**src/rtl/burst_wrap_pkg.sv**
```systemverilog
package burst_wrap_pkg;

    // Section length selector, value = {W6,W5}
    typedef enum logic [1:0] {
        SEC_8  = 2'b00,
        SEC_16 = 2'b01,
        SEC_32 = 2'b10,
        SEC_64 = 2'b11
    } sec_len_e;

    // Stored setting; wrap_off is the active-low enable (W4)
    typedef struct packed {
        logic     wrap_off;
        sec_len_e len;
    } wrap_cfg_t;

    localparam wrap_cfg_t CFG_AT_RESET = '{wrap_off: 1'b1, len: SEC_8};

    localparam int SEC_BITS_MAX = 6;

    // Mask of the low address bits that move inside a section
    function automatic logic [SEC_BITS_MAX-1:0] sec_mask(input sec_len_e len);
        logic [SEC_BITS_MAX-1:0] m;
        unique case (len)
            SEC_8:   m = 6'b000111;
            SEC_16:  m = 6'b001111;
            SEC_32:  m = 6'b011111;
            default: m = 6'b111111;
        endcase
        return m;
    endfunction

    // Unpack stored bits from the high wrap nibble (W6,W5,W4)
    function automatic wrap_cfg_t cfg_from_bits(input logic [2:0] w);
        wrap_cfg_t c;
        c.wrap_off = w[0];
        c.len      = sec_len_e'(w[2:1]);
        return c;
    endfunction

endpackage

```
**src/rtl/wrap_cmd_decoder.sv**
```systemverilog
module wrap_cmd_decoder
    import burst_wrap_pkg::*;
#(
    parameter logic [7:0] OPCODE    = 8'h77,
    parameter int         OPC_BITS  = 8,
    parameter int         DUMMY_NIB = 6
) (
    input  logic      clk,
    input  logic      rst,
    input  logic      cs_n,
    input  logic      sclk_rise,
    input  logic [3:0] io_in,
    output logic      commit,
    output wrap_cfg_t cfg_new
);
    localparam int HI_IDX = OPC_BITS + DUMMY_NIB;
    localparam int TOTAL  = HI_IDX + 2;
    localparam int CNT_W  = $clog2(TOTAL + 1);

    logic [CNT_W-1:0]    cnt_q;
    logic [OPC_BITS-1:0] opc_q;
    logic [OPC_BITS-1:0] opc_next;
    logic                hit_q;
    logic [2:0]          wbits_q;
    logic                stb_ok;

    assign stb_ok   = sclk_rise && !cs_n;
    assign opc_next = {opc_q[OPC_BITS-2:0], io_in[0]};

    always_ff @(posedge clk) begin
        if (rst || cs_n) begin
            cnt_q   <= '0;
            opc_q   <= '0;
            hit_q   <= 1'b0;
            wbits_q <= '0;
        end else if (stb_ok && (cnt_q < CNT_W'(TOTAL))) begin
            cnt_q <= cnt_q + 1'b1;
            if (cnt_q < CNT_W'(OPC_BITS))
                opc_q <= opc_next;
            if (cnt_q == CNT_W'(OPC_BITS - 1))
                hit_q <= (opc_next == OPCODE);
            if (cnt_q == CNT_W'(HI_IDX))
                wbits_q <= io_in[2:0];
        end
    end

    assign commit  = stb_ok && hit_q && (cnt_q == CNT_W'(TOTAL - 1));
    assign cfg_new = cfg_from_bits(wbits_q);

    // frame position never runs past the last strobe
    a_r8_cnt_saturates: assert property (@(posedge clk) disable iff (rst)
        cnt_q <= CNT_W'(TOTAL));
    // a raised chip select restarts the frame
    a_r7_cs_restarts: assert property (@(posedge clk) disable iff (rst)
        cs_n |=> (cnt_q == '0) && !hit_q);
    // a commit is only possible once the opcode has been matched
    a_r2_commit_after_opcode: assert property (@(posedge clk) disable iff (rst)
        commit |-> $past(hit_q || (cnt_q == CNT_W'(OPC_BITS))));

endmodule

```
**src/rtl/wrap_cfg_reg.sv**
```systemverilog
module wrap_cfg_reg
    import burst_wrap_pkg::*;
(
    input  logic      clk,
    input  logic      rst,
    input  logic      commit,
    input  wrap_cfg_t cfg_new,
    output wrap_cfg_t cfg_eff
);
    wrap_cfg_t cfg_q;

    always_ff @(posedge clk) begin
        if (rst)
            cfg_q <= CFG_AT_RESET;
        else if (commit)
            cfg_q <= cfg_new;
    end

    // Forward a commit so a load in the same cycle sees it
    assign cfg_eff = commit ? cfg_new : cfg_q;

    // the stored setting only changes on a commit
    a_r7_cfg_stable: assert property (@(posedge clk) disable iff (rst)
        !commit |=> $stable(cfg_q));
    // held setting after reset is the disabled default until a commit
    a_r1_reset_default: assert property (@(posedge clk)
        rst |=> cfg_q == CFG_AT_RESET);

endmodule

```
**src/rtl/burst_addr_stepper.sv**
```systemverilog
module burst_addr_stepper
    import burst_wrap_pkg::*;
#(
    parameter int ADDR_W = 24
) (
    input  logic              clk,
    input  logic              rst,
    input  logic              rd_load,
    input  logic [ADDR_W-1:0] rd_start,
    input  logic              rd_adv,
    input  wrap_cfg_t         cfg_eff,
    output logic [ADDR_W-1:0] addr
);
    localparam int PAD_W = ADDR_W - SEC_BITS_MAX;

    logic [ADDR_W-1:0] addr_q;
    logic [ADDR_W-1:0] addr_step;
    logic [ADDR_W-1:0] mask_full;
    logic [ADDR_W-1:0] addr_inc;
    wrap_cfg_t         mode_q;

    assign mask_full = {{PAD_W{1'b0}}, sec_mask(mode_q.len)};
    assign addr_inc  = addr_q + 1'b1;

    always_comb begin
        if (mode_q.wrap_off)
            addr_step = addr_inc;
        else
            addr_step = (addr_q & ~mask_full) | (addr_inc & mask_full);
    end

    always_ff @(posedge clk) begin
        if (rst) begin
            addr_q <= '0;
            mode_q <= CFG_AT_RESET;
        end else if (rd_load) begin
            addr_q <= rd_start;
            mode_q <= cfg_eff;
        end else if (rd_adv) begin
            addr_q <= addr_step;
        end
    end

    assign addr = addr_q;

    // a load wins and appears one cycle later
    a_r9_load: assert property (@(posedge clk) disable iff (rst)
        rd_load |=> addr_q == $past(rd_start));
    // no request, no movement
    a_r11_hold: assert property (@(posedge clk) disable iff (rst)
        !rd_load && !rd_adv |=> $stable(addr_q));
    // wrapped advance keeps the bits above the section
    a_r5_upper_fixed: assert property (@(posedge clk) disable iff (rst)
        rd_adv && !rd_load && !mode_q.wrap_off |=>
            (addr_q & ~mask_full) == ($past(addr_q) & ~mask_full));
    // linear advance adds one
    a_r6_linear: assert property (@(posedge clk) disable iff (rst)
        rd_adv && !rd_load && mode_q.wrap_off |=> addr_q == $past(addr_q) + 1'b1);
    // the latched mode holds while no load occurs
    a_r10_mode_held: assert property (@(posedge clk) disable iff (rst)
        !rd_load |=> $stable(mode_q));

endmodule

```
**src/rtl/burst_wrap_addr_gen.sv**
```systemverilog
module burst_wrap_addr_gen
    import burst_wrap_pkg::*;
#(
    parameter int         ADDR_W    = 24,
    parameter logic [7:0] OPCODE    = 8'h77,
    parameter int         DUMMY_NIB = 6
) (
    input  logic              clk,
    input  logic              rst,
    input  logic              cs_n,
    input  logic              sclk_rise,
    input  logic [3:0]        io_in,
    input  logic              rd_load,
    input  logic [ADDR_W-1:0] rd_start,
    input  logic              rd_adv,
    output logic [ADDR_W-1:0] rd_addr
);
    logic      commit;
    wrap_cfg_t cfg_new;
    wrap_cfg_t cfg_eff;

    wrap_cmd_decoder #(
        .OPCODE    (OPCODE),
        .OPC_BITS  (8),
        .DUMMY_NIB (DUMMY_NIB)
    ) u_dec (
        .clk       (clk),
        .rst       (rst),
        .cs_n      (cs_n),
        .sclk_rise (sclk_rise),
        .io_in     (io_in),
        .commit    (commit),
        .cfg_new   (cfg_new)
    );

    wrap_cfg_reg u_cfg (
        .clk     (clk),
        .rst     (rst),
        .commit  (commit),
        .cfg_new (cfg_new),
        .cfg_eff (cfg_eff)
    );

    burst_addr_stepper #(
        .ADDR_W (ADDR_W)
    ) u_step (
        .clk      (clk),
        .rst      (rst),
        .rd_load  (rd_load),
        .rd_start (rd_start),
        .rd_adv   (rd_adv),
        .cfg_eff  (cfg_eff),
        .addr     (rd_addr)
    );

    // a commit never loads a setting outside the three stored bits
    a_r3_commit_clean: assert property (@(posedge clk) disable iff (rst)
        commit |-> !$isunknown(cfg_new));

endmodule

```
**config.mk**
```make
export PLATFORM = sky130hd
export DESIGN_NAME = burst_wrap_addr_gen
export DESIGN_NICKNAME = d
export VERILOG_FILES = /design/src/rtl/burst_wrap_pkg.sv /design/src/rtl/wrap_cmd_decoder.sv /design/src/rtl/wrap_cfg_reg.sv /design/src/rtl/burst_addr_stepper.sv /design/src/rtl/burst_wrap_addr_gen.sv
export SDC_FILE = /design/constraint.sdc
export NUM_CORES = 1
export LEC_CHECK = 0
export BUFFER_PORTS_ARGS = -buffer_cell sky130_fd_sc_hd__buf_2
export CORE_MARGIN = 10
export CORE_UTILIZATION = 53
export CTS_CLUSTER_SIZE = 40
export DETAILED_ROUTE_END_ITERATION = 6
export GPL_TIMING_DRIVEN = 0
export PLACE_DENSITY = 0.89
export SYNTH_ARGS = -nofsm -noshare
export SYNTH_HDL_FRONTEND = slang
export SYNTH_SLANG_ARGS = --single-unit
```
**constraint.sdc**
```tcl
create_clock -name clk -period 2.1 [get_ports clk]
set_input_delay 0.105 -clock clk [delete_from_list [all_inputs] [get_ports clk]]
set_output_delay 0.105 -clock clk [all_outputs]
set_load 0.03 [all_outputs]
```
# Word-level counts from Yosys, hierarchy flattened
# Cells that the tools add are included.
totals:
  word_cells: 39
  regBits: 46
  output_inout_bits: 24
classes:
  order_cmp: 2
  reduce_logical: 11
  muxes: 5
  n_eq_ne: 6
  n_bitwise: 4
  n_addsub: 2
op_table:
  columns: ["cell", "count"]
  rows:
  - ["2-to-1 mux 24 bit", 3]
  - ["adder 24 x 1 -> 24 bit (second input constant)", 1]
  - ["AND 24 bit", 1]
  - ["AND 24 x 6 -> 24 bit", 1]
  - ["NOT 6 -> 24 bit", 1]
  - ["OR 24 bit", 1]
  - ["case mux 6 bit (3 select lines)", 1]
  - ["== test 5 x 4 -> 1 bit (second input constant)", 2]
  - ["== test 8 x 7 -> 1 bit (second input constant)", 1]
  - ["AND reduction 2 bit", 3]
  - ["adder 5 x 1 -> 5 bit (second input constant)", 1]
  - ["== test 5 x 3 -> 1 bit (second input constant)", 1]
  - ["< comparator 5 x 4 -> 1 bit (second input constant)", 1]
  - ["< comparator 5 bit (second input constant)", 1]
  - ["logical AND 1 bit", 4]
  - ["2-to-1 mux 3 bit", 1]
  - ["== test 2 x 1 -> 1 bit (second input constant)", 1]
  - ["== test 2 bit (second input constant)", 1]
  - ["zero test 2 bit", 1]
  - ["nonzero test 2 bit", 1]
  - ["zero test 1 bit", 1]
  - ["logical OR 1 bit", 1]

# Depth between registers and ports, before layout
logic_depth:
  ltp_word: 8
  depth_mapped: 7
  depth_no_buf: 7

# By module
# From an unflattened synthesis, not the netlist that was laid out.
unflattened:
  hier_cells: 294
  hier_area_um2: 2456.1
modules_own_cells:
  columns: ["module", "n_inst", "area_per_inst_um2", "cells_per_inst", "seq_area_each_um2"]
  rows:
  - ["burst_addr_stepper", 1, 1626.6, 199, 540.5]
  - ["wrap_cmd_decoder", 1, 713.2, 86, 320.3]
  - ["wrap_cfg_reg", 1, 116.4, 9, 60.1]

# Worst setup path after synthesis
# No wires, ideal clock.
synth_path:
  path_type: "reg2reg"
  startpoint: "reg u_step.addr_q[0] (netlist: u_step.addr[0])"
  endpoint: "reg u_step.addr_q[14] (netlist: u_step.addr[14])"
  required_ps: 2009
  n_path_buf: 1
  stages_incl_launch_ff: 7
  arrival_ps: 1930
  setup_ps: 91
  synth_period_minus_slack_ps: 2021
  path_slack_ps: 79
  path_cell_list: "dfxtp_1 -> ha_1 -> and3_2 -> buf_2 -> nand3_2 -> or4_1 -> a311oi_1"
synth_via:
  elab_chain_len: 6
synth_rtl:
  columns: ["item", "line", "rtl"]
  rows:
  - ["from (decl)", "burst_addr_stepper.sv:16", "logic [ADDR_W-1:0] addr_q;"]
  - ["from (signal assigned)", "burst_addr_stepper.sv:37", "addr_q <= rd_start;"]
  - ["from (signal assigned)", "burst_addr_stepper.sv:40", "addr_q <= addr_step;"]
  - ["adder 24 x 1 -> 24 bit *", "burst_addr_stepper.sv:23", "assign addr_inc = addr_q + 1'b1;"]
  - ["AND 24 x 6 -> 24 bit", "burst_addr_stepper.sv:29", "addr_step = (addr_q & ~mask_full) | (addr_inc & mask_full);"]
  - ["OR 24 bit", "burst_addr_stepper.sv:29", null]
  - ["2-to-1 mux 24 bit *", "burst_addr_stepper.sv:26", "if (mode_q.wrap_off)"]
  - ["2-to-1 mux 24 bit *", "burst_addr_stepper.sv:39", "end else if (rd_adv) begin"]
  - ["2-to-1 mux 24 bit *", "burst_addr_stepper.sv:36", "end else if (rd_load) begin"]
# Mark *: on every way between the ends. The rest lies on a longest branch, timed or not. The select of a mux whose other input is x is not followed.
# A chain may end at the register's enable or synchronous reset.

# Worst setup path in the final report
# Ends and elaborated chain as after synthesis.

==> summary.md <==
| Metric | Value |
|---|---|
| Htree depth | 2 |
| Worst-path fanout max | 9 |
| Sequential area share after synthesis | 38.76% |
| Hold Vio Cnt, Final | 0 |
| CP Capture Type | flip-flop |
| Input/output buffers | 55 |
| Syn Area/Cell | 8.768 um2 |
| Final Cycle Share | around 90% |
| Fin cells | around 390 |
| Max_slew headroom | 61.60% |
| Multi-input gate area | 0.001363 mm2 |
| Flop-to-flop setup slack | 180 ps |
| Die Width | 86.96 um |
| Hold Path Class | in2reg |
| Distinct cells, synth | 49 |
| First-pass GRT wire length | approximately 10 mm |
| Mapped cell area | roughly 0.0024 mm2 |
| Die ar. | 0.007561 mm2 |
| Post-synth top area share | between 30 and 40% |
| Final ANT Viol Nets | 0 |
| Static leakage | 1.130 nW |
| Register Area | 923.4 um2 |
| Routability cong. | 0.8399 |
| Starting Density | 54.57% |
| Tot GR Track Use | 16.60% |
| Avg WL per Cell | 16.44 um |
| Fraction of layout cells with a size suffix above 1 | between 20% and 30% |
| Ant diodes | 0 |
| Post_cts resized | 0 |
| CTS Hold Buffers Added | 0 |
| Setup TNS | 0 ps |
| Design area | roughly 0.0028 mm2 |
| Clk root buf | clkbuf_8 |
| Antenna violations before repair | 0 |
| # fillers | 371 |
| Worst setup SP type | flip-flop |
| Unrepaired setup endpoints after global routing | false |
| Synthesis-to-layout area growth | 19.43% |
| Row count | 24 |
| Top cell type by total area after synthesis | dfxtp_1 |
| Commonest non-fill, non-tap cell in the layout | buf_2 |
| Number of global-route vias before repair | 2,212 |
| Worst EP required | 2320 ps |
| CP arrival | 2140 ps |
| Skew-Pair Late Insertion Delay | approximately 300 ps |
| Fin crit period | 1922 ps |
| Total gr overflow | 0 |
| Fmax | approximately 0.52 GHz |
| DRC Markers | 0 |
| Cells after DPL | 378 |
| Seq cells post-synth | 46 |
| Status | complete, no violations |
| DRT Pass-1 Iters | 6 |
| Final WL | around 6.3 mm |
| Number of setup buffers added after CTS | 0 |
| Power Density | approximately 670 mW/mm2 |
| Final setup violation count | 0 |
| Clock Tree Buf Depth | 2 |
| Total core area | 0.004354 mm2 |
| Max-Cap Viols | 0 |
| Via count | 2,328 |
| Main synth FF type | dfxtp_1 |
| Post-synth net total | 309 |
| NumNets Final | 371 |
| Asr flop ratio synth | 0% |
| Peak supply drop | 0.0004137 V |
| Worst Clk Skew | 18.80 ps |
| Gate Count Post-Synth | 271 |
| Worst slew pin tran | around 570 ps |
| Most frequent cells in the layout | buf_2, dfxtp_1, nor2_1 |
| Post-DP HPWL | 4.810 mm |
| Post-Place Cell Area | 0.002716 mm2 |
| Largest net degree at the start of global routing | 14 |
| Total CTS buffers | 5 |
| Synth Warn # | 0 |
| Clock sink count | 46 |
| Total power | 1.910 mW |
| I/O pins | 58 |
| Number of synthesized flops with an enable pin | 0 |
| Slew Limit Fails | 0 |
| CTS tree | yes |
| Worst setup path class | reg2reg |
| Initial DRC count | 211 |
| Vias/cell | 6.047 |
| Die Ht | 86.96 um |
| Leading post-synthesis cells by cell area | dfxtp_1, mux2i_1, nor2_1 |
| Clock slew at reported path FFs | 90 ps |
## state kept, by name (all words and copies together), names as in the netlist, named ones only
signal and cells:
u_dec.wbits_q 3, u_dec.hit_q 1, u_dec.opc_q 7, u_step.addr 21, u_cfg.cfg_q 3, u_dec.cnt_q 5, u_step.mode_q 3
## cells in the mapped netlist (3+ instances only)
cell type and number:
a211oi_1 9, a21oi_1 9, a311oi_1 5, and3_1 3, and4_1 4, buf_2 4
clkbuf_1 11, dfxtp_1 46, ha_1 4, inv_1 8, mux2i_1 16, nand2_1 16
nand3_1 10, nand4_1 11, nand4b_1 8, nor2_1 37, nor3_1 6, nor4_1 4
o211ai_1 4, o21ai_0 3, o31ai_1 3, or3_1 4, or4_1 4, xnor2_1 3
xor2_1 9
## cell families after synthesis
group | synth area share (%)
and+or+nand+nor | 28.17
AOI/OAI and AO/OA | 15.64
DFF | 38.76
buffers and inverters | 4.160
muxes | 6.740
xor gates and xnor gates | 4.424
adders and majority gates | 2.106
## routing by layer
layer  GRT usage [%]  wire length (um)  up-vias
li1                -                 -     1134
met1           19.23              2543     1100
met2           28.78              3168       83
met3           5.056               529       11
met4           4.271                89        0
met5               0                 0        -
## layout make-up
cell class | count | area share (%)
buffer | 17 | 2.425
clock buffer | 6 | 2.910
clock inverter | 1 | 1.058
inverter | 8 | 1.058
multi-input combinational | 200 | 48.02
sequential | 46 | 32.54
tap | 52 | 2.293
timing repair buffer | 55 | 9.700
## final timing paths
check | start | end | cells past startpoint
worst min register to register | u_dec.hit_q | u_dec.hit_q | 2
worst min-delay path | rd_start[17] | u_step.addr[17] | 2
worst max register to register | u_step.addr[0] | u_step.addr[14] | 6
worst max-delay path | u_step.addr[0] | u_step.addr[14] | 6
## report_power, final
part / leakage (nW) / total, mW / switching, mW / internal (mW)
registers: 0.378 / 0.966 / 0.0575 / 0.909
clock network: 0.0573 / 0.671 / 0.290 / 0.381
logic: 0.695 / 0.273 / 0.172 / 0.101
total: 1.13 / 1.91 / 0.520 / 1.39
## critical path: stages (launching register included)
cell	delay [ps]
dfxtp_2	400
ha_1	200
and3_2	180
buf_2	180
nand3_2	190
or4_1	450
a311oi_1	260
## metrics by stage
| stage | setup WS, ps | utilization [%] | hold WS, ps |
|---|---|---|---|
| detailed placement | 79.51 | 62.39 | 311.9 |
| global placement | 132.1 | 62.39 | 312.1 |
| finish | 177.9 | 65.17 | 17.00 |
| floorplan | 78.70 | - | 222.9 |
| CTS | 73.55 | 64.97 | 15.08 |
| global route | 41.40 | 65.17 | 19.22 |
(Power assumes the default switching activity.)
